`src/rtl/gpio_sc_pkg.sv`:
```
`timescale 1ns/1ps
package gpio_sc_pkg;
  localparam int ADDR_W = 8;
  localparam int DATA_W = 32;

  localparam logic [ADDR_W-1:0] A_IN_STATE  = 8'h00;
  localparam logic [ADDR_W-1:0] A_OUT_SET   = 8'h04;
  localparam logic [ADDR_W-1:0] A_OUT_CLR   = 8'h08;
  localparam logic [ADDR_W-1:0] A_OUT_STATE = 8'h0C;
  localparam logic [ADDR_W-1:0] A_DRV_SET   = 8'h10;
  localparam logic [ADDR_W-1:0] A_DRV_CLR   = 8'h14;
  localparam logic [ADDR_W-1:0] A_DRV_STATE = 8'h18;
  localparam logic [ADDR_W-1:0] A_SH_IN     = 8'h1C;
  localparam logic [ADDR_W-1:0] A_SH_SET    = 8'h20;
  localparam logic [ADDR_W-1:0] A_SH_CLR    = 8'h24;
  localparam logic [ADDR_W-1:0] A_MUX_SET   = 8'h28;
  localparam logic [ADDR_W-1:0] A_MUX_CLR   = 8'h2C;
  localparam logic [ADDR_W-1:0] A_MUX_STATE = 8'h30;

  // bidirectional pins whose levels are folded into the input word
  localparam int NUM_BIDIR = 6;
  localparam int BIDIR_FIRST_PIN = 25;
  localparam int BIDIR_IN_POS [NUM_BIDIR] = '{10, 11, 12, 13, 14, 24};

  // pins that follow a scattered mux-vector bit
  localparam int NUM_MUXED = 6;
  localparam int MUXED_PIN [NUM_MUXED] = '{27, 28, 29, 30, 3, 21};
  localparam int MUXED_BIT [NUM_MUXED] = '{0, 1, 4, 5, 6, 2};

  typedef struct packed {
    logic outSet;
    logic outClr;
    logic drvSet;
    logic drvClr;
    logic shSet;
    logic shClr;
    logic muxSet;
    logic muxClr;
  } wrStrobe_t;

  typedef enum logic [2:0] {
    RD_ZERO, RD_IN, RD_OUT, RD_DRV, RD_SHIN, RD_MUX
  } rdSel_t;

  function automatic logic [DATA_W-1:0] applySetClr(
    input logic [DATA_W-1:0] cur, input logic doSet, input logic doClr,
    input logic [DATA_W-1:0] data);
    if (doSet)      return cur | data;
    else if (doClr) return cur & ~data;
    else            return cur;
  endfunction
endpackage

```
`src/rtl/gpio_sc_sync.sv`:
```
`timescale 1ns/1ps
module gpio_sc_sync #(
  parameter int WIDTH  = 32,
  parameter int STAGES = 2
) (
  input  logic             clk,
  input  logic             rstN,
  input  logic [WIDTH-1:0] d,
  output logic [WIDTH-1:0] q
);
  logic [WIDTH-1:0] chain [STAGES+1];
  assign chain[0] = d;

  for (genvar s = 1; s <= STAGES; s++) begin : g_stage
    always_ff @(posedge clk) begin
      if (!rstN) chain[s] <= '0;
      else       chain[s] <= chain[s-1];
    end
  end

  assign q = chain[STAGES];
endmodule

```
`src/rtl/gpio_sc_ctrl.sv`:
```
`timescale 1ns/1ps
module gpio_sc_ctrl
  import gpio_sc_pkg::*;
(
  input  logic [ADDR_W-1:0] busAddr,
  input  logic              busWe,
  output wrStrobe_t         strobe,
  output rdSel_t            rdSel
);
  always_comb begin
    strobe = '0;
    rdSel  = RD_ZERO;
    unique case (busAddr)
      A_IN_STATE:  rdSel = RD_IN;
      A_OUT_STATE: rdSel = RD_OUT;
      A_DRV_STATE: rdSel = RD_DRV;
      A_SH_IN:     rdSel = RD_SHIN;
      A_MUX_STATE: rdSel = RD_MUX;
      A_OUT_SET:   strobe.outSet = busWe;
      A_OUT_CLR:   strobe.outClr = busWe;
      A_DRV_SET:   strobe.drvSet = busWe;
      A_DRV_CLR:   strobe.drvClr = busWe;
      A_SH_SET:    strobe.shSet  = busWe;
      A_SH_CLR:    strobe.shClr  = busWe;
      A_MUX_SET:   strobe.muxSet = busWe;
      A_MUX_CLR:   strobe.muxClr = busWe;
      default:     rdSel = RD_ZERO;
    endcase
  end
endmodule

```
`src/rtl/gpio_sc_datapath.sv`:
```
`timescale 1ns/1ps
module gpio_sc_datapath
  import gpio_sc_pkg::*;
#(
  parameter int SYNC_STAGES = 2
) (
  input  logic              clk,
  input  logic              rstN,
  input  wrStrobe_t         strobe,
  input  rdSel_t            rdSel,
  input  logic [DATA_W-1:0] wdata,
  input  logic [DATA_W-1:0] inPins,
  input  logic [NUM_BIDIR-1:0] bidirIn,
  input  logic [DATA_W-1:0] shIn,
  input  logic [DATA_W-1:0] altIn,
  output logic [DATA_W-1:0] rdata,
  output logic [DATA_W-1:0] pinOut,
  output logic [DATA_W-1:0] pinOe,
  output logic [DATA_W-1:0] shOut,
  output logic [DATA_W-1:0] shOe
);
  logic [DATA_W-1:0] outVec, drvVec, muxVec, shVec;
  logic [DATA_W-1:0] inSync, shSync, inWord, pinMux;
  logic [NUM_BIDIR-1:0] bidirSync;

  always_ff @(posedge clk) begin
    if (!rstN) begin
      outVec <= '0;
      drvVec <= '0;
      muxVec <= '0;
      shVec  <= '0;
    end else begin
      outVec <= applySetClr(outVec, strobe.outSet, strobe.outClr, wdata);
      drvVec <= applySetClr(drvVec, strobe.drvSet, strobe.drvClr, wdata);
      muxVec <= applySetClr(muxVec, strobe.muxSet, strobe.muxClr, wdata);
      shVec  <= applySetClr(shVec,  strobe.shSet,  strobe.shClr,  wdata);
    end
  end

  gpio_sc_sync #(.WIDTH(DATA_W), .STAGES(SYNC_STAGES)) u_syncIn (
    .clk(clk), .rstN(rstN), .d(inPins), .q(inSync));
  gpio_sc_sync #(.WIDTH(NUM_BIDIR), .STAGES(SYNC_STAGES)) u_syncBidir (
    .clk(clk), .rstN(rstN), .d(bidirIn), .q(bidirSync));
  gpio_sc_sync #(.WIDTH(DATA_W), .STAGES(SYNC_STAGES)) u_syncSh (
    .clk(clk), .rstN(rstN), .d(shIn), .q(shSync));

  // fold bidirectional pin levels into their input-word positions
  always_comb begin
    inWord = inSync;
    for (int i = 0; i < NUM_BIDIR; i++) inWord[BIDIR_IN_POS[i]] = bidirSync[i];
  end

  // per-pin mux view from scattered mux-vector bits
  always_comb begin
    pinMux = '0;
    for (int i = 0; i < NUM_MUXED; i++) pinMux[MUXED_PIN[i]] = muxVec[MUXED_BIT[i]];
  end

  assign pinOe  = drvVec & ~pinMux;
  assign pinOut = (altIn & pinMux) | (outVec & ~pinMux);
  assign shOe   = drvVec;
  assign shOut  = shVec;

  always_comb begin
    unique case (rdSel)
      RD_IN:   rdata = inWord;
      RD_OUT:  rdata = outVec;
      RD_DRV:  rdata = drvVec;
      RD_SHIN: rdata = shSync;
      RD_MUX:  rdata = muxVec;
      default: rdata = '0;
    endcase
  end
endmodule

```
`src/rtl/gpio_sc_top.sv`:
```
`timescale 1ns/1ps
module gpio_sc_top
  import gpio_sc_pkg::*;
#(
  parameter int SYNC_STAGES = 2
) (
  input  logic                 clk,
  input  logic                 rstN,
  input  logic [ADDR_W-1:0]    busAddr,
  input  logic                 busWe,
  input  logic [DATA_W-1:0]    busWdata,
  output logic [DATA_W-1:0]    busRdata,
  input  logic [DATA_W-1:0]    inPins,
  input  logic [NUM_BIDIR-1:0] bidirIn,
  input  logic [DATA_W-1:0]    shIn,
  input  logic [DATA_W-1:0]    altIn,
  output logic [DATA_W-1:0]    pinOut,
  output logic [DATA_W-1:0]    pinOe,
  output logic [DATA_W-1:0]    shOut,
  output logic [DATA_W-1:0]    shOe
);
  wrStrobe_t strobe;
  rdSel_t    rdSel;

  gpio_sc_ctrl u_ctrl (
    .busAddr(busAddr), .busWe(busWe), .strobe(strobe), .rdSel(rdSel));

  gpio_sc_datapath #(.SYNC_STAGES(SYNC_STAGES)) u_dp (
    .clk(clk), .rstN(rstN), .strobe(strobe), .rdSel(rdSel),
    .wdata(busWdata), .inPins(inPins), .bidirIn(bidirIn), .shIn(shIn),
    .altIn(altIn), .rdata(busRdata), .pinOut(pinOut), .pinOe(pinOe),
    .shOut(shOut), .shOe(shOe));
endmodule

```
`config.mk`:
```
export PLATFORM = sky130hd
export DESIGN_NAME = gpio_sc_top
export DESIGN_NICKNAME = d
export VERILOG_FILES = /design/src/rtl/gpio_sc_pkg.sv /design/src/rtl/gpio_sc_sync.sv /design/src/rtl/gpio_sc_ctrl.sv /design/src/rtl/gpio_sc_datapath.sv /design/src/rtl/gpio_sc_top.sv
export SDC_FILE = /design/constraint.sdc
export NUM_CORES = 1
export LEC_CHECK = 0
export BUFFER_PORTS_ARGS = -buffer_cell sky130_fd_sc_hd__buf_2
export CORE_MARGIN = 2
export CORE_UTILIZATION = 45
export CTS_CLUSTER_SIZE = 14
export DETAILED_ROUTE_END_ITERATION = 16
export HOLD_SLACK_MARGIN = 0.03
export PLACE_DENSITY_LB_ADDON = 0.25
export SLEW_MARGIN = 30
export SYNTH_ARGS = -nofsm -noshare
export SYNTH_HDL_FRONTEND = slang
export SYNTH_SLANG_ARGS = --single-unit
export TNS_END_PERCENT = 50
```
`constraint.sdc`:
```
create_clock -name clk -period 4.1 [get_ports clk]
set_clock_uncertainty 0.05 [all_clocks]
set_input_delay 0.41 -clock clk [delete_from_list [all_inputs] [get_ports clk]]
set_output_delay 0.41 -clock clk [all_outputs]
set_load 0.1 [all_outputs]
```
* After elaboration in Yosys (flattened, before gate mapping)
Cells that the tools add are included.
Storage, ports and cells: bits in registers 268, latch bits 0, memory bits (writable) 0, bits in read-only memories 0, input port bits 145, output and inout bits 160, word-level logic and storage cells 64, memories kept 0
Operators by class: add/subtract/negate cells 0, multiply operators 0, div/mod/pow operators 0, order comparisons 0, equality and inequality tests 17, shift operators 0, muxes and demuxes 18, bitwise logic cells 14, reductions and logical operators 5
Operators by type and width (count):
- 32-bit two-way mux | 8
- 32-bit bitwise AND | 6
- 32-bit bitwise OR | 5
- 32-bit one-hot mux with 5 select lines | 1
- 8-bit by 6-bit == test with 1-bit output, second input constant | 5
- 32-bit by 31-bit bitwise AND with 32-bit output | 1
- 8-bit by 5-bit == test with 1-bit output, second input constant | 4
- 31-bit inverter with 32-bit output | 1
- 32-bit inverter | 1
- 8-bit by 4-bit == test with 1-bit output, second input constant | 2
- 3-bit one-hot mux with 5 select lines | 1
- 8-bit by 3-bit == test with 1-bit output, second input constant | 1
- 8-bit logical NOT | 1
- 1-bit two-way mux | 8
- 2-bit nonzero test | 4
- 3-bit by 2-bit == test with 1-bit output, second input constant | 2
- 3-bit == test, second input constant | 2
- 3-bit by 1-bit == test with 1-bit output, second input constant | 1

* Logic depth before layout (Yosys ltp)
depth in word-level cells 4, gate-level depth with buffers 7, gate-level depth less buffers 3

* Hierarchy
From an unflattened synthesis, not the netlist that was laid out.
Second synthesis, totals: cells, all modules 1160, area, all modules 11298.3 sq um
Modules (own cells, without submodules):
- gpio_sc_datapath | times used 1, cells each 766, area an instance 6643.9 sq um
- gpio_sc_sync at u_dp.u_syncIn ... | times used 2, cells each 166, area an instance 2031.9 sq um
- gpio_sc_sync at u_dp.u_syncBidir | times used 1, cells each 31, area an instance 381.6 sq um
- gpio_sc_ctrl | times used 1, cells each 31, area an instance 209.0 sq um

* Worst setup path before layout
Ideal clock, no wire load.
kind input-to-output, from in busAddr[5], to out busRdata[10], data arrival time 2.986 ns, slack 0.654 ns, stages 5, path buffers 2, cells stage by stage buf_2 > nor4b_2 > clkbuf_1 > a32oi_1 > o221ai_1
On the way: word-level cells in the longest chain between the ends 4, elaborated cells between the ends (all ways) 12, those cells by class eq/ne (9); mux (2); reduce/logical (1)
RTL lines:
- start, declared | RTL line gpio_sc_top.sv:9 | input logic [ADDR_W-1:0] busAddr,
- 8-bit by 6-bit == test with 1-bit output, or another cell as far along | RTL line gpio_sc_ctrl.sv:13 | unique case (busAddr)
- 3-bit one-hot mux with 5 select lines * | RTL line gpio_sc_ctrl.sv:13
- 3-bit == test, or another cell as far along | RTL line gpio_sc_datapath.sv:65 | unique case (rdSel)
- 32-bit one-hot mux with 5 select lines * | RTL line gpio_sc_datapath.sv:65
- end, declared | RTL line gpio_sc_top.sv:12 | output logic [DATA_W-1:0] busRdata,
Every way passes the cells marked *; elsewhere a longest branch is shown, timed or not.

* Worst setup path after layout
from in busAddr[4], to out busRdata[21]
The elaborated chain is that of the path after synthesis.

==> run metrics <==
placed cells=1520; Num CTS Buffers=27; Pre-antenna DRT Iters=7; crit start category=primary input; dpl cell area=0.0121 sq mm; Routed WL=31.8 mm; clk_lat worst skew=0.51 ns; first-pass GRT wire length=47.3 mm; share of cells above drive strength 1=29.4%; dominant synthesized flop cell=dfxtp_1; worst-path fanout max=31; vias in the first global route=7852; Longest Clk Path Bufs=3; Period minus WS final=3.31 ns; status=finished clean; io pins=305; # hold bufs at CTS=0; Critical Path, Cell by Cell=buf_2 -> nor4b_4 -> buf_4 -> nand3_1 -> o221ai_1 -> buf_12; pin count of the biggest net entering global routing=156; fmax=303 MHz; Post-CTS Repair Setup Buffers=0; Req. time, crit path=3.64 ns; starting density of the core=46.2%; pwr/cell area=419 mW/mm^2; Layout Cells excl Fill=1572; antenna viol nets, final=0; vias post-DR=8704; Post-synth EDFFs=0; All-Layer GR Usage=24.8%; initial antenna violation count=2; Mapped Area=0.0105 sq mm; CP max stage cell=nand3_1; synthesis-stage register bit count=256; clock sinks=256; max cap viols=0; GPL Wtd Cong=0.882; post-CTS resize count=0; die span in x=157 um; Synth Area per Inst=9.80 sq um; Final Hold Vio Count=0; syn_nets=1219; drt initial violations=907; Cells after Synth=1074; Slew Viols, Final=0; Pleak=5.59 nW; synth top area cells=dfxtp_1 49%, and2_1 7.7%, mux2i_1 6.2%, buf_4 4.2%, nand3_1 3.8%; Die Y=157 um; vias per cell=5.54; H-tree depth=1; final setup vio count=0; Peak VDD IR=0.280 mV; # rows=55; Rel. slew slack=35.6%; RSZ-0062 raised after global routing=false; CTS root buf=clkbuf_16; Placeable Area=0.0228 sq mm; ys async rst share=0%; Final #Nets=1381; CP Class=primary input to output pin; CP Buf/Inv Count=3; clock slew at reported path FFs=0.06 ns; top-count cell post-synth=dfxtp_1; HPWL Detailed=22.0 mm; Synth warnings=0; P&R area growth vs syn=24.1%; clock tree from TritonCTS=yes; commonest cells in the netlist=256 x dfxtp_1, 129 x and2_1, 79 x nand3_1; post-synthesis sequential area ratio=48.7%; WL per Instance=20.2 um; slew of the pin with the lowest slew margin=0.964 ns; post-synth top area share=48.7%; crit path DAT=2.85 ns; Die ar.=0.0246 sq mm; worst stage delay on the critical path=0.54 ns; IO buf count=272; final period utilization=80.6%; drt drc=0; cell taking the most area after synthesis=dfxtp_1; GRT overflow=0; hold crit path type=primary input to flip-flop; count of unique library cells instantiated by Yosys=33; cell family with most CP delay=buffers and inverters; Setup TNS Final=0 ns; Critical Path Sink Type=output pin; final instance area=0.0131 sq mm
-- layer usage --
layer  global-route usage (%)  vias to the layer above  routed length, um
li1                         -                     4153                  -
met1                     37.3                     4070              14400
met2                     34.8                      434              13400
met3                     6.28                       45               3260
met4                     6.99                        2                792
met5                        0                        -                 12
-- final cells by class --
class,instances,area (sq um)
Fill cell,2030,9710
Sequential cell,256,5120
Multi-Input combinational cell,629,4490
Timing Repair Buffer,291,1950
Clock buffer,41,828
Tap cell,313,392
Clock inverter,9,151
Inverter,31,119
Antenna cell,2,5.00
-- logic make-up after synthesis --
family / share of synthesized area [%]
compound gates: 15.8
buf+inv: 9.25
flops: 48.7
simple gates: 17.9
xor+xnor: 0.0832
mux: 8.32
-- placed cells by master (no fill, tap or decap), types with 2 or more instances in the layout --
master,Yosys,final
dfxtp_1,256,256
buf_2,34,242
and2_1,129,129
nand3_1,79,79
nand2_1,68,67
mux2i_1,65,65
a41oi_1,32,32
a211oi_1,32,32
a31oi_1,32,32
a311oi_1,32,32
inv_1,30,30
buf_12,0,30
o221ai_1,29,29
clkbuf_16,0,27
o211ai_1,21,21
mux2_2,20,20
and3_1,19,19
buf_4,59,19
nor3b_1,19,18
a22oi_1,17,17
a32oi_1,14,14
clkbuf_8,0,10
nor2_1,6,6
nand4_1,4,4
bufinv_16,0,4
clkbuf_1,64,4
clkinv_2,0,3
diode_2,0,2
nor3b_2,1,2
nor4b_4,1,2
nor4b_2,2,2
nor2b_1,2,2
-- per-stage QoR --
stage          worst slack, ns  util (%)  power [mW]  hold WS (ns)
6_report                 0.795      57.4        5.48        0.0502
5_1_grt                  0.633      57.3        5.65        0.0321
4_1_cts                  0.829      57.3        5.52        0.0307
3_5_place_dp             0.840      53.0        2.93         0.367
3_3_place_gp             0.827      53.0        2.92         0.365
2_1_floorplan            0.654         -        2.79         0.362
-- power breakdown --
group | internal, mW | switching, mW
sequential | 2.55 | 0.0190
combinational | 0.101 | 0.208
clock | 1.64 | 0.963
-- final timing paths --
kind | to | slack [ns] | depth (start not counted) | from
max | busRdata[21] | 0.79 | 6 | busAddr[4]
min | u_dp.u_syncIn.chain[49]$_SDFF_PN0_ | 0.05 | 2 | inPins[17]
max reg2reg | flip-flop | 3.08 | 2 | flip-flop
min reg2reg | u_dp.u_syncSh.q[19]$_SDFF_PN0_ | 0.37 | 1 | u_dp.u_syncSh.chain[51]$_SDFF_PN0_
(Power assumes the default switching activity.)
